### src/rtl/hzd_pkg.sv
package hzd_pkg;

  typedef enum logic [1:0] {
    KIND_ALU    = 2'd0,
    KIND_LOAD   = 2'd1,
    KIND_STORE  = 2'd2,
    KIND_BRANCH = 2'd3
  } instKind_e;

  // Strobes from the control to the pipeline registers and program counter
  typedef struct packed {
    logic pcWrEn;
    logic pcSelTarget;
    logic fdWrEn;
    logic fdFlush;
    logic dxBubble;
    logic dxFlush;
  } pipeStrobe_t;

  localparam int unsigned NUM_SRC = 2;
  localparam int unsigned SRC_BASE = 0;   // index of the address source
  localparam int unsigned SRC_DATA = 1;   // index of the second source

endpackage

### src/rtl/hzd_match.sv
module hzd_match #(
  parameter int unsigned REG_W   = 5,
  parameter int unsigned NUM_SRC = 2
) (
  input  logic [NUM_SRC*REG_W-1:0] srcAddr,
  input  logic [NUM_SRC-1:0]       srcUsed,
  input  logic                     dstIsLoad,
  input  logic [REG_W-1:0]         dstAddr,
  output logic [NUM_SRC-1:0]       srcHit
);

  localparam logic [REG_W-1:0] ZERO_REG = '0;

  logic dstLive;
  assign dstLive = dstIsLoad && (dstAddr != ZERO_REG);

  for (genvar g = 0; g < NUM_SRC; g++) begin : gSrc
    logic [REG_W-1:0] thisAddr;
    assign thisAddr  = srcAddr[g*REG_W +: REG_W];
    assign srcHit[g] = dstLive && srcUsed[g] && (thisAddr == dstAddr);
  end

endmodule

### src/rtl/hzd_ctrl.sv
module hzd_ctrl
  import hzd_pkg::*;
(
  input  logic              clk,
  input  logic              rstN,
  input  instKind_e         decKind,
  input  logic [NUM_SRC-1:0] srcHit,
  input  logic              branchTaken,
  output pipeStrobe_t       strobe
);

  // Sources needed on entry to execute; a store's data source is used later
  logic [NUM_SRC-1:0] execNeed;
  always_comb begin
    execNeed = '1;
    if (decKind == KIND_STORE) execNeed[SRC_DATA] = 1'b0;
  end

  logic useStall;
  assign useStall = |(srcHit & execNeed);

  always_comb begin
    strobe = '{pcWrEn: 1'b1, pcSelTarget: 1'b0, fdWrEn: 1'b1,
               fdFlush: 1'b0, dxBubble: 1'b0, dxFlush: 1'b0};
    if (rstN) begin
      if (branchTaken) begin
        strobe.pcSelTarget = 1'b1;
        strobe.fdFlush     = 1'b1;
        strobe.dxFlush     = 1'b1;
      end else if (useStall) begin
        strobe.pcWrEn   = 1'b0;
        strobe.fdWrEn   = 1'b0;
        strobe.dxBubble = 1'b1;
      end
    end
  end

  always_ff @(posedge clk) begin
    if (!rstN) begin
      p_idle_reset_r1: assert (strobe.pcWrEn && strobe.fdWrEn && !strobe.pcSelTarget
                               && !strobe.fdFlush && !strobe.dxBubble && !strobe.dxFlush)
        else $error("reset strobes not idle");
    end
  end

  p_stall_freeze_r2: assert property (@(posedge clk) disable iff (!rstN)
    strobe.dxBubble |-> (!strobe.pcWrEn && !strobe.fdWrEn && !strobe.fdFlush));

  p_store_data_r4: assert property (@(posedge clk) disable iff (!rstN)
    (decKind == KIND_STORE && !srcHit[SRC_BASE]) |-> !strobe.dxBubble);

  p_flush_prio_r9: assert property (@(posedge clk) disable iff (!rstN)
    branchTaken |-> (strobe.fdFlush && strobe.dxFlush && !strobe.dxBubble
                     && strobe.pcWrEn && strobe.pcSelTarget));

  p_no_hit_r10: assert property (@(posedge clk) disable iff (!rstN)
    (srcHit == '0 && !branchTaken) |-> (strobe.pcWrEn && strobe.fdWrEn && !strobe.dxBubble));

endmodule

### src/rtl/hzd_unit.sv
module hzd_unit
  import hzd_pkg::*;
#(
  parameter int unsigned REG_W = 5
) (
  input  logic             clk,
  input  logic             rstN,
  input  logic [REG_W-1:0] decRs1,
  input  logic [REG_W-1:0] decRs2,
  input  logic             decRs1Used,
  input  logic             decRs2Used,
  input  logic [1:0]       decKind,
  input  logic             exIsLoad,
  input  logic [REG_W-1:0] exRd,
  input  logic             exBranchTaken,
  output logic             pcWrEn,
  output logic             pcSelTarget,
  output logic             fdWrEn,
  output logic             fdFlush,
  output logic             dxBubble,
  output logic             dxFlush
);

  logic [NUM_SRC-1:0] srcHit;
  pipeStrobe_t        strobe;

  hzd_match #(.REG_W(REG_W), .NUM_SRC(NUM_SRC)) uMatch (
    .srcAddr   ({decRs2, decRs1}),
    .srcUsed   ({decRs2Used, decRs1Used}),
    .dstIsLoad (exIsLoad),
    .dstAddr   (exRd),
    .srcHit    (srcHit)
  );

  hzd_ctrl uCtrl (
    .clk         (clk),
    .rstN        (rstN),
    .decKind     (instKind_e'(decKind)),
    .srcHit      (srcHit),
    .branchTaken (exBranchTaken),
    .strobe      (strobe)
  );

  assign pcWrEn      = strobe.pcWrEn;
  assign pcSelTarget = strobe.pcSelTarget;
  assign fdWrEn      = strobe.fdWrEn;
  assign fdFlush     = strobe.fdFlush;
  assign dxBubble    = strobe.dxBubble;
  assign dxFlush     = strobe.dxFlush;

  p_zero_dest_r5: assert property (@(posedge clk) disable iff (!rstN)
    (exRd == '0) |-> !dxBubble);

  p_no_load_r6: assert property (@(posedge clk) disable iff (!rstN)
    !exIsLoad |-> !dxBubble);

  p_unused_src_r7: assert property (@(posedge clk) disable iff (!rstN)
    (!decRs1Used && !decRs2Used) |-> !dxBubble);

endmodule

### config.mk
export PLATFORM = sky130hd
export DESIGN_NAME = hzd_unit
export DESIGN_NICKNAME = d
export VERILOG_FILES = /design/src/rtl/hzd_pkg.sv /design/src/rtl/hzd_match.sv /design/src/rtl/hzd_ctrl.sv /design/src/rtl/hzd_unit.sv
export SDC_FILE = /design/constraint.sdc
export NUM_CORES = 1
export LEC_CHECK = 0
export BUFFER_PORTS_ARGS = -buffer_cell sky130_fd_sc_hd__buf_2
export CAP_MARGIN = 20
export CORE_AREA = 4 4 41 43
export DETAILED_ROUTE_END_ITERATION = 7
export DIE_AREA = 0 0 45 47
export SYNTH_ARGS = -nofsm -noshare
export SYNTH_HDL_FRONTEND = slang
export SYNTH_SLANG_ARGS = --single-unit
### constraint.sdc
create_clock -name vclk -period 1.9
set_input_delay 0.19 -clock vclk [all_inputs]
set_output_delay 0.19 -clock vclk [all_outputs]
set_load 0.1 [all_outputs]
==> summary.md <==
| Metric | Value |
|---|---|
| Grt met3 use | `0.766%` |
| Wire per inst | `~10 um` |
| Dpl cells | `64` |
| Post-CTS sizing | `0` |
| Proportion of power drawn by the clock network | `0%` |
| # rows | `13` |
| Ports | `29` |
| MaxCap Viol Count | `0` |
| Post-Syn Instances | `24` |
| Critical path type | `primary input to output port` |
| Iter 0 DRT Violations | `0` |
| WP buf/inv | `2` |
| Final WL | `around 660 um` |
| Max-slew headroom | `slightly below 70%` |
| Top cells by area, synth | `xor2_1 38%, buf_4 12%, xnor2_1 9.5%, o2111ai_2 8.1%, nor4_1 6.8%` |
| Leakage Power | `0.189 nW` |
| Worst Tran Pin Value | `between 0.4 and 0.5 ns` |
| Crit path max-delay family | `simple AND/OR/NAND/NOR gates` |
| Initial antenna violation count | `0` |
| Req. time, crit path | `about 1.7 ns` |
| Register Area | `0 um^2` |
| CP Capture Type | `output port` |
| Crit path time final | `1.65 ns` |
| Power Dens Cells | `roughly 220 nW/um^2` |
| Max VDD drop | `about 0.000043 V` |
| Largest net degree at the start of global routing | `4` |
| Crit Path Max Fanout | `3` |
| Crit-path cells | `buf_2, xor2_1, nor4_1, nand3_1, a21o_4, buf_12` |
| Synth top area share | `~38%` |
| GR peak layer | `met2` |
| DIE AREA | `~2100 um^2` |
| Area leader, netlist | `xor2_1` |
| Share of layout cells above drive strength 1 | `63.3%` |
| Fmax | `just over 0.6 GHz` |
| GP Congestion | `roughly 0.65` |
| Remaining routing DRC violations | `0` |
| Max-slew violation count | `0` |
| Vias in the first global route | `between 200 and 250` |
| FFs & Latches | `0` |
| Layout filler cell count | `150` |
| Chip width | `between 40 and 50 um` |
| Nets | `74` |
| RSZ-0062 raised after global routing | `false` |
| Core footprint | `roughly 1300 um^2` |
| P_sw | `0.0513 mW` |
| Met2 Use GR | `between 10% and 20%` |
| Most common cell in the netlist | `xor2_1` |
| Sequential power share | `0%` |
| Antenna viol nets, final | `0` |
| Post-Syn Area | `approximately 190 um^2` |
| CLK BUF | `0` |
| Startpoint types | `primary input` |
| Final setup violation count | `0` |
| Number of vias per cell | `roughly 4` |
| First-pass GRT wire length | `about 950 um` |
| Post-synth top cells | `8 x xor2_1, 3 x buf_4, 2 x inv_1, 2 x nor4_1, 2 x xnor2_1` |
| Cell internal pwr | `between 0.03 and 0.04 mW` |
| Cts hold-fix bufs | `0` |
| Syn-to-layout area delta | `104%` |
| Place WS | `around 0.22 ns` |
| Synth unique cells | `12` |
| Starting Density | `14.2%` |
| PnR Total Power | `approximately 0.083 mW` |
| Post-CTS Setup Bufs | `0` |
| Switching part of the total | `about three fifths` |
| Die Span Y | `about 47 um` |
| Hpwl dp | `between 600 and 700 um` |
| Port bufs | `28` |
| CP max stage delay | `0.36 ns` |
| Fin cells | `64` |
| GR Overflow Total | `0` |
| Global Route Usage Sum | `5.74%` |
| Combinational Power Share | `100.0%` |
| Final antenna diode count | `0` |
| Status | `finished, final reports clean` |
| Fin crit share | `87.0%` |
| Hold/Removal Path Class | `primary input to output port` |
| Drt pass-1 iters | `1` |
| Crit-path slowest cell | `nor4_1` |
| Count of final hold-check violations | `0` |
| Arr. time, crit path | `about 1.5 ns` |
| Synth warn | `0` |
| Sequential element share of the synthesized area | `0%` |
| DR vias | `roughly 250` |
| Avg Inst Size Synth | `a little under 8 um^2` |
| Synth Net Count | `47` |
| Min setup slack post-route | `roughly 0.25 ns` |
| Met1 GRT Util | `between 7 and 8%` |
-- layout by cell type (no fill, tap or decap) --
cell and n:
o2111ai_1 1, inv_1 2, xnor2_1 2, a21o_4 1, or4_1 1, xor2_1 8
nor4_1 2, nand3_1 1, o2111ai_2 1, buf_2 25, buf_12 3, a21oi_2 1
and2_1 1
-- cell families after synthesis --
kind of cell | count (synthesis) | share of synthesized area, %
buffers and inverters | 5 | 16.2
and+or+nand+nor | 5 | 16.9
xor gates and xnor gates | 10 | 47.3
AOI/OAI and AO/OA | 4 | 19.6
-- area by class of cell --
cell class	count	area, um^2	area share, %
Multi-Input combinational cell	19	166	44.0
Tap cell	15	18.8	4.97
Timing Repair Buffer	28	185	49.0
Inverter	2	7.51	1.99
-- routing by layer --
layer / part of all wire, % / up-vias
li1: - / 134
met1: 39 / 104
met2: 47 / 16
met3: 14 / 0
met4: 0 / 0
met5: 0 / -
-- power groups by stage --
stage                     logic, mW  registers, mW  clock network (mW)
final                        0.0834              0                   0
after global routing         0.0902              0                   0
after CTS                    0.0851              0                   0
after detailed placement     0.0847              0                   0
after global placement       0.0836              0                   0
after floorplan              0.0513              0                   0
-- final timing paths --
| kind | cells after the start | to | slack, ns | start |
|---|---|---|---|---|
| max | 6 | pcWrEn | 0.25 | exRd[1] |
| min | 4 | dxBubble | 0.78 | exIsLoad |
-- per-stage QoR --
step	TNS (ns)	area (um^2)	util (%)	hold slack [ns]
6_report	0	378	29.0	0.777
5_1_grt	0	378	29.0	0.802
4_1_cts	0	378	29.0	0.785
3_5_place_dp	0	378	29.0	0.783
3_3_place_gp	0	378	29.0	0.781
2_1_floorplan	-0.0130	196	-	0.636
(Power assumes the default switching activity.)
